### config.mk
export PLATFORM = sky130hd
export DESIGN_NAME = pwr_level_sel
export DESIGN_NICKNAME = d
export VERILOG_FILES = /design/src/rtl/pl_pkg.sv /design/src/rtl/pl_req_pick.sv /design/src/rtl/pl_level_reg.sv /design/src/rtl/pl_start_seq.sv /design/src/rtl/pwr_level_sel.sv
export SDC_FILE = /design/constraint.sdc
export NUM_CORES = 1
export LEC_CHECK = 0
export BUFFER_PORTS_ARGS = -buffer_cell sky130_fd_sc_hd__buf_4
export CAP_MARGIN = 0
export CORE_AREA = 2 2 39 41
export CTS_BUF_LIST = sky130_fd_sc_hd__clkbuf_8
export CTS_CLUSTER_DIAMETER = 50
export DETAILED_ROUTE_END_ITERATION = 6
export DIE_AREA = 0 0 41 43
export GPL_ROUTABILITY_DRIVEN = 0
export GPL_TIMING_DRIVEN = 0
export PLACE_DENSITY_LB_ADDON = 0.12
export SYNTH_ARGS = -nofsm -noshare
export SYNTH_HDL_FRONTEND = slang
export SYNTH_SLANG_ARGS = --single-unit
### constraint.sdc
create_clock -name clk -period 1.88 [get_ports clk]
set_clock_uncertainty 0.1 [all_clocks]
set_input_delay 0.094 -clock clk [delete_from_list [all_inputs] [get_ports clk]]
set_output_delay 0.094 -clock clk [all_outputs]
set_load 0.02 [all_outputs]
### src/rtl/pl_pkg.sv
package pl_pkg;
  typedef enum logic [1:0] {
    SEQ_OFF  = 2'd0,
    SEQ_STEP = 2'd1,
    SEQ_RUN  = 2'd2
  } seq_state_t;
endpackage

### src/rtl/pl_req_pick.sv
module pl_req_pick #(
  parameter int NUM_LEVELS = 6
) (
  input  logic [NUM_LEVELS-1:0] req_n,
  output logic                  hit,
  output logic [NUM_LEVELS-1:0] pick
);
  logic [NUM_LEVELS-1:0] req;

  assign req = ~req_n;
  assign hit = |req;

  // The scan runs upward, so the highest active index is the last one written.
  always_comb begin
    pick = '0;
    for (int i = 0; i < NUM_LEVELS; i++) begin
      if (req[i]) begin
        pick    = '0;
        pick[i] = 1'b1;
      end
    end
  end
endmodule

### src/rtl/pl_level_reg.sv
module pl_level_reg #(
  parameter int NUM_LEVELS = 6
) (
  input  logic                  clk,
  input  logic                  rst,
  input  logic                  cutback_en,
  input  logic                  cutback_step,
  input  logic                  req_hit,
  input  logic [NUM_LEVELS-1:0] req_pick,
  output logic [NUM_LEVELS-1:0] level_q
);
  logic [NUM_LEVELS-1:0] shifted;
  logic [NUM_LEVELS-1:0] level_d;

  generate
    for (genvar g = 0; g < NUM_LEVELS; g++) begin : g_shift
      if (g == 0) begin : g_floor
        assign shifted[g] = level_q[0] | ((NUM_LEVELS > 1) ? level_q[1 % NUM_LEVELS] : 1'b0);
      end else if (g == NUM_LEVELS - 1) begin : g_top
        assign shifted[g] = 1'b0;
      end else begin : g_mid
        assign shifted[g] = level_q[g+1];
      end
    end
  endgenerate

  always_comb begin
    level_d = level_q;
    if (cutback_en) begin
      if (cutback_step) level_d = shifted;
    end else if (req_hit) begin
      level_d = req_pick;
    end
  end

  always_ff @(posedge clk) begin
    if (rst) level_q <= '0;
    else     level_q <= level_d;
  end


  onehot_level_chk: assert property (@(posedge clk) disable iff (rst) $onehot0(level_q));


  cutback_hold_chk: assert property (@(posedge clk) disable iff (rst)
    (cutback_en && !cutback_step) |=> $stable(level_q));


  floor_sat_chk: assert property (@(posedge clk) disable iff (rst)
    (cutback_en && cutback_step && level_q[0]) |=> level_q[0]);


  idle_hold_chk: assert property (@(posedge clk) disable iff (rst)
    (!cutback_en && req_pick == '0) |=> $stable(level_q));


  reset_clear_chk: assert property (@(posedge clk) rst |=> (level_q == '0));
endmodule

### src/rtl/pl_start_seq.sv
module pl_start_seq
  import pl_pkg::*;
(
  input  logic clk,
  input  logic rst,
  input  logic any_level,
  input  logic run_closed,
  output logic start_req,
  output logic pdm_kill
);
  seq_state_t st_q, st_d;

  always_comb begin
    st_d = st_q;
    unique case (st_q)
      SEQ_OFF:  if (any_level) st_d = run_closed ? SEQ_RUN : SEQ_STEP;
      SEQ_STEP: if (!any_level) st_d = SEQ_OFF;
                else if (run_closed) st_d = SEQ_RUN;
      SEQ_RUN:  if (!any_level) st_d = SEQ_OFF;
      default:  st_d = SEQ_OFF;
    endcase
  end

  always_ff @(posedge clk) begin
    if (rst) st_q <= SEQ_OFF;
    else     st_q <= st_d;
  end

  assign start_req = any_level;
  assign pdm_kill  = any_level && (st_q != SEQ_RUN);


  kill_with_start_chk: assert property (@(posedge clk) disable iff (rst)
    pdm_kill |-> start_req);


  kill_release_chk: assert property (@(posedge clk) disable iff (rst)
    (pdm_kill && run_closed) |=> !pdm_kill);


  run_latched_chk: assert property (@(posedge clk) disable iff (rst)
    (start_req && !pdm_kill) |=> !pdm_kill);
endmodule

### src/rtl/pwr_level_sel.sv
module pwr_level_sel #(
  parameter int NUM_LEVELS = 6
) (
  input  logic                  clk,
  input  logic                  rst,
  input  logic [NUM_LEVELS-1:0] lvl_req_n,
  input  logic                  cutback_en,
  input  logic                  cutback_step,
  input  logic                  run_closed,
  output logic [NUM_LEVELS-1:0] level,
  output logic                  start_req,
  output logic                  pdm_kill,
  output logic                  kill_led
);
  logic                  req_hit;
  logic [NUM_LEVELS-1:0] req_pick;
  logic                  any_level;

  pl_req_pick #(.NUM_LEVELS(NUM_LEVELS)) u_pick (
    .req_n (lvl_req_n),
    .hit   (req_hit),
    .pick  (req_pick)
  );

  pl_level_reg #(.NUM_LEVELS(NUM_LEVELS)) u_reg (
    .clk          (clk),
    .rst          (rst),
    .cutback_en   (cutback_en),
    .cutback_step (cutback_step),
    .req_hit      (req_hit),
    .req_pick     (req_pick),
    .level_q      (level)
  );

  assign any_level = |level;

  pl_start_seq u_seq (
    .clk        (clk),
    .rst        (rst),
    .any_level  (any_level),
    .run_closed (run_closed),
    .start_req  (start_req),
    .pdm_kill   (pdm_kill)
  );

  assign kill_led = pdm_kill;


  led_mirror_chk: assert property (@(posedge clk) disable iff (rst) kill_led == pdm_kill);


  start_track_chk: assert property (@(posedge clk) disable iff (rst) start_req == (level != '0));
endmodule

### Word level (Yosys, flattened, before mapping)

Cells that the tools add are included.

| storage, ports and cells | value |
|---|---|
| bits of input ports | 11 |
| logic and storage cells | 33 |
| flip-flop bits (word level) | 8 |
| output and inout port bits | 9 |

| operators by class | value |
|---|---|
| eq/ne operators | 7 |
| reductions and logical operators | 7 |
| mux-type cells | 15 |
| bitwise gates (word level) | 2 |

Operator list:

| operator | count |
|---|---|
| two-way mux 6 bit | 4 |
| two-way mux 2 bit | 6 |
| OR reduction 6 bit | 2 |
| inverter 6 bit | 1 |
| case mux 2 bit (3 select lines) | 1 |
| two-way mux 5 bit | 1 |
| two-way mux 4 bit | 1 |
| != test 2 x 1 -> 1 bit (second input constant) | 2 |
| != test 2 bit (second input constant) | 2 |
| two-way mux 3 bit | 1 |
| != test 3 bit (second input constant) | 1 |
| AND reduction 3 bit | 1 |
| == test 2 x 1 -> 1 bit (second input constant) | 1 |
| == test 2 bit (second input constant) | 1 |
| zero test 2 bit | 1 |
| AND reduction 2 bit | 1 |
| nonzero test 2 bit | 1 |
| logical AND 1 bit | 1 |
| two-way mux 1 bit | 1 |
| OR 1 bit | 1 |

### Longest topological paths before layout

Gate-level depths: netlist of the first run.

| depth | value |
|---|---|
| depth after elaboration | 9 |
| depth in mapped cells | 5 |
| depth with buffers taken out | 4 |

### Hierarchy

A second synthesis of the first run with hierarchy kept.

| second synthesis, totals | value |
|---|---|
| cell total of the unflattened synthesis | 50 |
| area total of the unflattened synthesis | 444.2 um^2 |

By module, submodules not included:

| module | times used | area each (um^2) | cells each |
|---|---|---|---|
| pl_level_reg | 1 | 290.3 | 27 |
| pl_start_seq | 1 | 82.6 | 9 |
| pl_req_pick | 1 | 50.0 | 10 |
| pwr_level_sel | 1 | 21.3 | 4 |

### Least setup slack after synthesis of the first run

OpenSTA, ideal clock, no wires.

| timing path | value |
|---|---|
| kind | reg-to-output |
| start | register u_reg.level_q[5] |
| end | output port pdm_kill |
| data arrival time | 1453 ps |
| setup slack | 233 ps |
| data required time | 1686 ps |
| stages on the path, launching flop included | 5 |
| buffers on the path | 1 |
| cells stage by stage | dfxtp_1 -> or4_1 -> nor3_2 -> nor2_1 -> buf_4 |

| between the ends | value |
|---|---|
| longest elaborated chain between the ends | 2 |

Ends and longest elaborated chain:

| item | line | RTL |
|---|---|---|
| start, declared | pl_level_reg.sv:10 | `output logic [NUM_LEVELS-1:0] level_q` |
| start signal, assigned | pl_level_reg.sv:38 | `else level_q <= level_d;` |
| OR reduction 6 bit | pwr_level_sel.sv:35 | `assign any_level = \|level;` |
| logical AND 1 bit | pl_start_seq.sv:30 | `assign pdm_kill = any_level && (st_q != SEQ_RUN);` |
| end, declared | pwr_level_sel.sv:12 | `output logic pdm_kill,` |

Every way passes these cells.

### Worst setup path after layout of the first run

Ends and elaborated chain as after synthesis.

==> impl_metrics.env, run 1 <==
export IMPL_outcome="finished, final reports clean"
export IMPL_cpLargestDelayFamily="simple AND/OR/NAND/NOR gates"
export IMPL_slew_viol_final=0
export IMPL_synth_edf_count=0
export IMPL_synth_area_leaders="dfxtp_1 (35%), nor2_1 (4.9%), a31oi_4 (4.6%)"
export IMPL_drt_iter0_drc=8
export IMPL_clock_fmax_mhz=559
export IMPL_crit_start="u_reg.level_q[5]"
export IMPL_cts_sinks=8
export IMPL_synth_top_area_share_pct=34.6
export IMPL_start_util_pct=33.5
export IMPL_utilization_pct=50.4
export IMPL_crit_path_end="pdm_kill"
export IMPL_core_area_sq_um=1380
export IMPL_dp_slack_ns=0.212
export IMPL_root_buffer="clkbuf_8"
export IMPL_synth_seq_cells=8
export IMPL_cp_slowest_cell="or4_4"
export IMPL_dieArea_sq_um=1760
export IMPL_drc_errors=0
export IMPL_end_kind="output port"
export IMPL_syn_avg_cell_area_sq_um=8.57
export IMPL_syn_nets=65
export IMPL_hold_viol=0
export IMPL_die_width_um=41
export IMPL_vias=485
export IMPL_wirelength_um=1040
export IMPL_p_leak_nw=0.293
export IMPL_first_pass_iters=4
export IMPL_dp_hpwl_um=800
export IMPL_n_antenna_cell=0
export IMPL_r2r_end="u_seq.st_q[1]"
export IMPL_antenna_left=0
export IMPL_synthDistinctLibCells=29
export IMPL_rsz0062_at_grt="no"
export IMPL_peakVddDrop_mv=0.337
export IMPL_pwr_share_seq_pct=35.1
export IMPL_crit_chain="or4_4 > nor3_4 > nor2_1 > buf_4 > buf_4"
export IMPL_worst_pin_slew_ns=0.412
export IMPL_via_per_inst=5.16
export IMPL_path_class="reg -> out"
export IMPL_clockPowerShare_pct=37.2
export IMPL_wl_per_cell_um=11.1
export IMPL_cts_max_level=1
export IMPL_drv_cap=0
export IMPL_fin_setup_tns_ns=0
export IMPL_cts_made_buffers=3
export IMPL_clk_pin_slew_ns=0.04
export IMPL_crit_fanout=4
export IMPL_cp_common_cell="buf_4"
export IMPL_max_slew_margin_rel_pct=72.5
export IMPL_grt_pass1_wl_um=1660
export IMPL_fin_crit_sh_pct=95.2
export IMPL_r2r_cells=4
export IMPL_num_rows=14
export IMPL_grt_max_degree=11
export IMPL_grtUsageTotal_pct=14.3
export IMPL_synth_cells=54
export IMPL_portBuffers=18
export IMPL_clock_path_buffers=2
export IMPL_drive_gt1_share_pct=38.5
export IMPL_cellPowerDensity_nw_per_um2=780
export IMPL_antenna_found_initial=0
export IMPL_critPathLaunchType="flop"
export IMPL_max_stage_delay_ns=0.55
export IMPL_synth_commonest_cells="dfxtp_1 (8), nor2_1 (6), inv_1 (4)"
export IMPL_reg2reg_slack_ns=0.45
export IMPL_grt_overflow=0
export IMPL_hp_class="in -> reg"
export IMPL_clk_latency_ns=0.22
export IMPL_switching_power_w=0.000147
export IMPL_worst_slack_ns=0.0909
export IMPL_cts_tree="built"
export IMPL_cp_required_ns=1.69
export IMPL_reg2reg_from="u_reg.level_q[5]"
export IMPL_cp_depth=5
export IMPL_die_y_um=43
export IMPL_async_flop_share_pct=0
export IMPL_combPwrFrac_pct=27.7
export IMPL_nets=91
export IMPL_ys_seq_area_share_pct=34.6
export IMPL_crit_arrival_ns=1.60
export IMPL_p_int_w=0.000396
export IMPL_synth_warnings=0
export IMPL_setup_viol=0
export IMPL_areaGrowthSynthToFinish_pct=50.5
export IMPL_ys_flop_type="dfxtp_1"
export IMPL_power_share_switching_pct=27.1
export IMPL_layout_min_cycle_time_ns=1.79
export IMPL_whs_ns=0.0186
export IMPL_io_pin_count=20
export IMPL_layout_filler_cells=141
export IMPL_syn_area_sq_um=463
export IMPL_yosysMostFrequentCell="dfxtp_1"
export IMPL_synth_top_cell_by_area="dfxtp_1"
export IMPL_cp_num_buf_inv=2
export IMPL_grt_pass1_vias=417
==> state kept, by name, summed over array words and instances (netlist names) <==
| signal | count |
|---|---|
| u_seq.st_q | 2 |
| u_reg.level_q | 6 |
==> through the flow <==
step / area, sq um / total power (W) / instances
CTS: 697 / 0.000551 / 94
detailed placement: 618 / 0.000330 / 88
finish: 697 / 0.000543 / 94
floorplan: 463 / 0.000273 / 54
global placement: 618 / 0.000330 / 88
global route: 697 / 0.000575 / 94
==> per-layer routing <==
metal / vias up / track usage (%) / part of all wire, %
li1: 244 / - / -
met1: 225 / 17.5 / 42
met2: 14 / 20.0 / 50
met3: 2 / 4.71 / 6.1
met4: 0 / 10.0 / 1.3
met5: - / 0 / 0
==> cell usage in the layout, fill, tap and decap left out, types with 2 or more instances in the layout <==
master          n
a21oi_1         3
buf_4          20
clkbuf_1        2
clkbuf_8        3
dfxtp_1         8
dlygate4sd3_1   2
inv_1           4
nand2b_1        3
nand3_1         2
nor2_1          6
nor3_1          3
o21ai_0         3
==> worst min path at each step <==
stage / start / endpoint / slack (ns) / cells after the start
final: lvl_req_n[2] / u_reg.level_q[2] / 0.02 / 2
after global routing: lvl_req_n[2] / u_reg.level_q[2] / 0.02 / 2
after CTS: lvl_req_n[2] / u_reg.level_q[2] / 0.01 / 2
after global placement: run_closed / u_seq.st_q[0] / 0.17 / 2
after floorplan: run_closed / u_seq.st_q[0] / 0.07 / 1
after detailed placement: run_closed / u_seq.st_q[0] / 0.17 / 2
==> cell families (layout without fill, tap and decap cells) <==
| group | count (synthesis) | after routing | share of synthesized area (%) |
|---|---|---|---|
| AOI/OAI and AO/OA | 14 | 14 | 25.7 |
| and+or+nand+nor | 24 | 24 | 30.8 |
| DFF | 8 | 8 | 34.6 |
| buffers and inverters | 8 | 32 | 8.92 |
==> power by group through the flow <==
stage / Clock (W) / Combinational (W) / Sequential (W)
final: 0.000202 / 0.000151 / 0.000191
after global routing: 0.000218 / 0.000165 / 0.000192
after CTS: 0.000207 / 0.000153 / 0.000191
after detailed placement: 0 / 0.000138 / 0.000192
after global placement: 0 / 0.000137 / 0.000193
after floorplan: 0 / 0.0000739 / 0.000199
==> area by class of cell <==
type                    instances  area, sq um  share of cell area (%)
flip-flops and latches          8          160                    23.0
well taps                      16         20.0                    2.87
plain buffers                   4         26.3                    3.77
repair buffers                 21          163                    23.3
multi-input cells              38          272                    39.0
inverters                       4         15.0                    2.15
clock buffers                   3         41.3                    5.92
==> what timing repair did <==
item                       CTS  global route
setup endpoints to repair    1             1
hold endpoints to repair     2             0
hold buffers                 2             0
pin swaps                    1             1
setup buffers                1             0
resized for setup            2             0
No activity file was read; power rests on OpenSTA's default activity.
==> run 2, diff against run 1 <==
==> constraint.sdc (replaced) <==
create_clock -name clk -period 1.8 [get_ports clk]
set_clock_uncertainty 0.1 [all_clocks]
set_input_delay 0.09 -clock clk [delete_from_list [all_inputs] [get_ports clk]]
set_output_delay 0.09 -clock clk [all_outputs]
set_load 0.02 [all_outputs]
==> run 2 against run 1 <==
Against the previous run:
- via count increased by 1.0%
- critical path type unchanged
- routed wire length increased by 4.2%
- count of clock-buffer cells in the layout unchanged
- highest routed layer unchanged
==> impl_metrics.env, run 2 (synthesis gave the netlist of run 1 again) <==
export IMPL_outcome="finished, final reports clean"
export IMPL_most_common_layout_cells="buf_4 (20), nor2_1 (5), dfxtp_1 (5), inv_1 (4)"
export IMPL_cts_tree="built"
export IMPL_num_rows=14
export IMPL_clock_fmax_mhz=576
export IMPL_cpLargestDelayFamily="simple AND/OR/NAND/NOR gates"
export IMPL_cp_required_ns=1.61
export IMPL_stdcell_count=96
export IMPL_r2r_end="u_seq.st_q[1]"
export IMPL_first_pass_iters=2
export IMPL_cts_made_buffers=3
export IMPL_drive_gt1_share_pct=45.0
export IMPL_cts_max_level=1
export IMPL_max_slew_margin_rel_pct=72.0
export IMPL_grt_max_degree=11
export IMPL_io_pin_count=20
export IMPL_placed_area_sq_um=618
export IMPL_nets=93
export IMPL_slew_viol_final=0
export IMPL_worst_pin_slew_ns=0.420
export IMPL_critPathLaunchType="flop"
export IMPL_areaGrowthSynthToFinish_pct=56.8
export IMPL_wl_per_cell_um=11.3
export IMPL_drc_errors=0
export IMPL_fin_crit_sh_pct=96.5
export IMPL_reg2reg_slack_ns=0.28
export IMPL_via_per_inst=5.10
export IMPL_end_kind="output port"
export IMPL_die_width_um=41
export IMPL_hp_start="lvl_req_n[2]"
export IMPL_largest_reg_flops=6
export IMPL_max_stage_delay_ns=0.52
export IMPL_peakVddDrop_mv=0.359
export IMPL_cp_num_buf_inv=2
export IMPL_layout_filler_cells=140
export IMPL_worst_slack_ns=0.0633
export IMPL_dp_hpwl_um=800
export IMPL_crit_fanout=4
export IMPL_path_class="reg -> out"
export IMPL_drv_cap=0
export IMPL_r2r_cells=5
export IMPL_hold_end="u_reg.level_q[2]"
export IMPL_reg2reg_from="u_reg.level_q[4]"
export IMPL_drt_iter0_drc=6
export IMPL_p_leak_nw=0.308
export IMPL_grt_overflow=0
export IMPL_antenna_left=0
export IMPL_cp_slowest_cell="or4_4"
export IMPL_portBuffers=18
export IMPL_final_area_sq_um=726
export IMPL_grt_pass1_vias=433
export IMPL_cts_sinks=8
export IMPL_cp_depth=5
export IMPL_clk_latency_ns=0.22
export IMPL_n_antenna_cell=0
export IMPL_holdPathStages=2
export IMPL_top_register="u_reg.level_q"
export IMPL_layout_commonest_cell="buf_4"
export IMPL_reg_largest_list="u_reg.level_q (6), u_seq.st_q (2)"
export IMPL_hp_class="in -> reg"
export IMPL_wirelength_um=1090
export IMPL_dieArea_sq_um=1760
export IMPL_layout_min_cycle_time_ns=1.74
export IMPL_clk_pin_slew_ns=0.04
export IMPL_die_y_um=43
export IMPL_hold_viol=0
export IMPL_place_inst=88
export IMPL_grt_pass1_wl_um=1700
export IMPL_cellPowerDensity_nw_per_um2=806
export IMPL_fin_setup_tns_ns=0
export IMPL_crit_chain="or4_4 > nor3_4 > nor2_2 > buf_4 > buf_6"
export IMPL_power_w=0.000585
export IMPL_core_area_sq_um=1380
export IMPL_start_util_pct=33.5
export IMPL_root_buffer="clkbuf_8"
export IMPL_clock_path_buffers=2
export IMPL_setup_viol=0
export IMPL_grtUsageTotal_pct=14.7
export IMPL_crit_arrival_ns=1.55
export IMPL_dp_slack_ns=0.136
export IMPL_vias=490
export IMPL_antenna_found_initial=0
export IMPL_rsz0062_at_grt="no"
run 2: cell count changes in the layout (fill, tap and decap cells not counted), sizes merged:
cell / change
buf: +2
run 2: area by class of cell:
class                           instances  area (sq um)  area share [%]
Tap cell                               16          20.0            2.76
Clock buffer                            3          41.3            5.69
Buffer                                  4          26.3            3.62
Inverter                                4          15.0            2.07
Sequential cell                         8           164            22.6
Timing Repair Buffer                   23           185            25.5
Multi-Input combinational cell         38           274            37.8
run 2: layer usage:
layer | up-vias | track usage (%) | wire (um)
met3 | 2 | 4.71 | 56
li1 | 248 | - | -
met4 | 0 | 10.0 | 14
met5 | - | 0 | 0
met2 | 12 | 21.3 | 531
met1 | 228 | 17.5 | 484
run 2: stage by stage:
step,utilization [%],hold slack (ns)
floorplan,-,0.0687
global placement,44.7,0.169
detailed placement,44.7,0.169
CTS,52.4,0.00987
global route,52.4,0.0186
finish,52.4,0.0152
run 2: power by group:
group | switching [W] | internal [W]
Clock | 0.0000671 | 0.000145
Sequential | 0.00000941 | 0.000190
Combinational | 0.0000827 | 0.0000910
run 2: worst max-delay path by stage:
| stage | start | endpoint | slack [ns] |
|---|---|---|---|
| floorplan | u_reg.level_q[5] | pdm_kill | 0.16 |
| global placement | u_reg.level_q[5] | pdm_kill | 0.16 |
| detailed placement | u_reg.level_q[5] | pdm_kill | 0.14 |
| CTS | u_reg.level_q[1] | pdm_kill | -0.0004 |
| global route | u_reg.level_q[1] | pdm_kill | 0.02 |
| finish | u_reg.level_q[4] | pdm_kill | 0.06 |
run 2: what timing repair did:
action / CTS / global route
setup endpoints to repair: 1 / 2
hold endpoints to repair: 2 / 0
buffers inserted: 3 / 0
pin swaps: 3 / 1
gates resized for setup: 8 / 0
hold buffers: 2 / 0
